`src/rtl/uart_rx_status_fifo.sv`:
```
module uart_rx_status_fifo #(
  parameter int DEPTH = 64,
  parameter int DW    = 8
) (
  input  logic          clk,
  input  logic          rst_n,
  input  logic          rx_push,
  input  logic [DW-1:0] rx_data,
  input  logic          rx_brk,
  input  logic          rx_frm,
  input  logic          rx_par,
  input  logic          rhr_rd,
  input  logic          lsr_rd,
  input  logic          thr_empty,
  input  logic          tsr_empty,
  output logic [DW-1:0] rhr_data,
  output logic [7:0]    lsr
);
  localparam int AW = $clog2(DEPTH);
  localparam int EW = DW + 3;
  localparam logic [AW:0]   FULLC = (AW+1)'(DEPTH);
  localparam logic [AW-1:0] LASTP = AW'(DEPTH - 1);

  logic [EW-1:0] mem [DEPTH];
  logic [AW-1:0] wp, rp;
  logic [AW:0]   cnt, ecnt;
  logic          ovr;

  wire          empty    = (cnt == '0);
  wire          full     = (cnt == FULLC);
  wire          pop      = rhr_rd & ~empty;
  wire          push_ok  = rx_push & (~full | pop);
  wire          in_bad   = rx_brk | rx_frm | rx_par;
  wire [EW-1:0] head     = empty ? '0 : mem[rp];
  wire          head_bad = |head[EW-1:DW];
  wire [EW-1:0] entry    = {rx_brk, rx_frm, rx_par, rx_brk ? {DW{1'b0}} : rx_data};

  always_ff @(posedge clk)
    if (push_ok) mem[wp] <= entry;

  always_ff @(posedge clk or negedge rst_n) begin
    if (!rst_n) begin
      wp   <= '0;
      rp   <= '0;
      cnt  <= '0;
      ecnt <= '0;
      ovr  <= 1'b0;
    end else begin
      if (push_ok) wp <= (wp == LASTP) ? '0 : wp + 1'b1;
      if (pop)     rp <= (rp == LASTP) ? '0 : rp + 1'b1;
      cnt  <= cnt + {{AW{1'b0}}, push_ok} - {{AW{1'b0}}, pop};
      ecnt <= ecnt + {{AW{1'b0}}, push_ok & in_bad} - {{AW{1'b0}}, pop & head_bad};
      if (rx_push && !push_ok) ovr <= 1'b1;
      else if (lsr_rd)         ovr <= 1'b0;
    end
  end

  assign rhr_data = head[DW-1:0];
  assign lsr = {ecnt != '0, thr_empty & tsr_empty, thr_empty,
                head[EW-1], head[EW-2], head[EW-3], ovr, ~empty};
endmodule


```
`config.mk`:
```
export PLATFORM = sky130hd
export DESIGN_NAME = uart_rx_status_fifo
export DESIGN_NICKNAME = d
export VERILOG_FILES = /design/src/rtl/uart_rx_status_fifo.sv
export SDC_FILE = /design/constraint.sdc
export NUM_CORES = 1
export LEC_CHECK = 0
export ABC_CLOCK_PERIOD_IN_PS = 11900
export BUFFER_PORTS_ARGS = -buffer_cell sky130_fd_sc_hd__buf_2
export CORE_UTILIZATION = 32
export CTS_CLUSTER_SIZE = 40
export DETAILED_ROUTE_END_ITERATION = 10
export GPL_TIMING_DRIVEN = 0
export HOLD_SLACK_MARGIN = 0.12
export PLACE_DENSITY_LB_ADDON = 0.12
export SLEW_MARGIN = 20
export SYNTH_ARGS = -nofsm -noshare
export SYNTH_HDL_FRONTEND = slang
export SYNTH_SLANG_ARGS = --single-unit
```
`constraint.sdc`:
```
create_clock -name clk -period 11.9 [get_ports clk]
set_clock_uncertainty 0.1 [all_clocks]
set_input_delay 0.595 -clock clk [delete_from_list [all_inputs] [get_ports clk]]
set_output_delay 0.595 -clock clk [all_outputs]
set_load 0.01 [all_outputs]
```
==> results.ini <==
[worst_setup_path]
cp-end-kind=register
crit_chain=buf_2 > buf_2 > buf_2 > buf_1 > mux4_2 > a22oi_1 > a21oi_1 > a211oi_1 > a21o_1 > a31oi_1 > ha_1 > inv_1 > ha_1 > inv_1 > fa_1 > nand2b_1 > a21oi_1 > o21ai_0 > a21oi_1 > nor2_1 > xnor2_1
crit_type=reg -> reg
cpMaxStageDelayCell=buf_1
cp_top_family=buffers and inverters
crit_fanout=10
cp.required_ps=12300
worstPathArrival_ps=6480
cp_num_buf_inv=6
critPathMaxStageDelay_ps=840
critPathLaunchType=register

[drt]
wl_um=75900
post_drt_wl_per_cell_um=28.6
drc_errors=12
num_vias=13500
drt_iter0_drc=1216
vias_per_cell=5.08
drtAntennaViolNets=0
firstDrtPassIters=8

[yosys]
synth_top_area_share_pct=73.7
synth_nets=1337
yosys_warnings=0
synthTopCellsByArea=edfxtp_1 (74%), mux4_2 (17%), dfrtp_1 (2.4%)
yosysTopAreaCell=edfxtp_1
ys.flop_type=edfxtp_1
synth-seq-cells=731
yosysSeqAreaShare_pct=76.0
synth-async-reset-ratio_pct=3.69
ys_types=39
synth_edf_count=704
syn_inst=1297
synth.avg_cell_area_um2=22.1
netlist_area_um2=28700

[floorplanning]
dieArea_um2=90900
start_util_pct=32.4
rows=109
die_w_um=301
fp.dieH_um=301
core_um2=88600
pin_count=34

[pwr]
peakVddDrop_uv=92.9
combinationalPowerShare_pct=32.7
p_clk_share_pct=30.1
p_sw_uw=2590
internal-power_uw=5470
power_frac_seq_pct=37.2
p_leak_uw=0.0105
switching_share_pct=32.1
powerDensity_nw_per_um2=241
power.total_uw=8060

[timing]
setup_tns_ps=0
layout_min_cycle_time_ps=6070
drv_slew=0
fin_crit_sh_pct=51.0
clock.fmax_mhz=165
final-hold-violation-count=0
rsz0062_at_grt=false
slew_headroom_pct=23.4
fin_ws_ps=5830
setup_viol=0
worst_slew_pin_slew_ps=1150
whs_ps=299

[hold_path]
timing.hold.worst.class=in -> reg

[clock_tree]
clock-root-buffer=clkbuf_16
cts_repair_resize_count=0
cts_buffers=81
cts_sinks=731
clk_pin_slew_ps=60
cts_max_path_buffers=3
htree_levels=3
cts_tree=yes
clk_latency_ps=620

[grt]
antenna_found_initial=5
grtUsageTotal_pct=17.0
grt-ovfl-total=0
grt_pass1_vias=14200
grt_max_degree=74
grt_pass1_wl_um=107000

[finish]
syn2layout_area_growth_pct=16.4
antennaDiodeCount=0
final_cell_mix=edfxtp_1 (704), mux4_2 (217), clkbuf_16 (83)
drive_above_1_share_pct=31.7
final_net_count=1471
seq_area_um2=21800
nFillCells=8074
final_common_cell=edfxtp_1
design_area_um2=33400
multiInputGateArea_um2=6680

[status]
outcome=finished, violations left
violations=design-rule violations

[placement]
place.gp.congestion=0.852
hpwl_um=52200
pre_cts_ws_ps=5730
placed_area_um2=30800
port_buffers=33

[flow_run]
drv_cap=0

## registers in the layout, indices dropped and copies added, names as in the netlist
register	flops
mem	704
cnt	7
ecnt	7
rp	6
wp	6
ovr	1
## final cells by class
class / instances / area share [%]
Clock inverter: 31 / 1.00
Inverter: 27 / 0.303
Buffer: 69 / 0.936
Multi-Input combinational cell: 470 / 20.0
Tap cell: 1165 / 4.36
Clock buffer: 113 / 6.55
Timing Repair Buffer: 51 / 1.55
Sequential cell: 731 / 65.3
## cell usage after synthesis, drive strengths merged, types with 3 or more instances
cell and count:
nand4 4, xor2 5, nand3b 3, a21o 4, xnor2 13, nor2b 15, nand2 22, mux2i 4
edfxtp 704, buf 40, inv 27, and2 10, dfrtp 27, a22oi 16, nor2 78, nand3 7
a21oi 18, ha 20, o31ai 3, o21ai 7, mux2 4, mux4 217, clkbuf 29
## routing by layer
layer	up-vias	global-route usage, %	routed length [µm]
li1	5686	-	-
met1	7333	23.2	32900
met2	354	27.8	37100
met3	114	2.89	3960
met4	0	5.23	1950
met5	-	0	0
## repair_timing
action / in CTS / in global routing
setup buffers: 0 / 0
hold buffers: 3 / 0
hold endpoints to repair: 28 / 0
## cell families (layout without fill, tap and decap cells)
logic type / after synthesis / in the layout / share of synthesized area [%]
flops: 731 / 731 / 76.0
simple gates: 148 / 148 / 2.37
mux: 225 / 225 / 17.3
xor+xnor: 18 / 18 / 0.549
compound gates: 57 / 57 / 1.28
fa+ha+maj: 22 / 22 / 1.01
buf+inv: 96 / 291 / 1.43
## metrics by stage
| stage | cells | utilization, % |
|---|---|---|
| finish | 2657 | 37.7 |
| global route | 2657 | 37.7 |
| CTS | 2657 | 37.7 |
| detailed placement | 2510 | 34.8 |
| global placement | 2495 | 34.2 |
| floorplan | 1297 | - |
## worst paths after layout
check	start	to	slack, ps	depth (start not counted)
max in group asynchronous	rst_n	rp[2]$_DFFE_PN0N_	10730	2
worst max register to register	rp[1]$_DFFE_PN0N_	ecnt[6]$_DFF_PN0_	5830	21
worst min register to register	cnt[0]$_DFF_PN0_	cnt[0]$_DFF_PN0_	430	1
worst min-delay path	rx_data[7]	mem[58][7]$_DFFE_PP_	300	2
min in group asynchronous	rst_n	cnt[6]$_DFF_PN0_	490	2
worst max-delay path	rp[1]$_DFFE_PN0N_	ecnt[6]$_DFF_PN0_	5830	21
## power by group through the flow
stage,registers (µW),logic [µW],clock network (µW)
floorplan,3030,1620,0
global placement,3050,2640,0
detailed placement,3050,2690,0
CTS,2990,2700,2490
global route,3000,2790,2580
finish,2990,2640,2430
No activity file was read; power rests on OpenSTA's default activity.
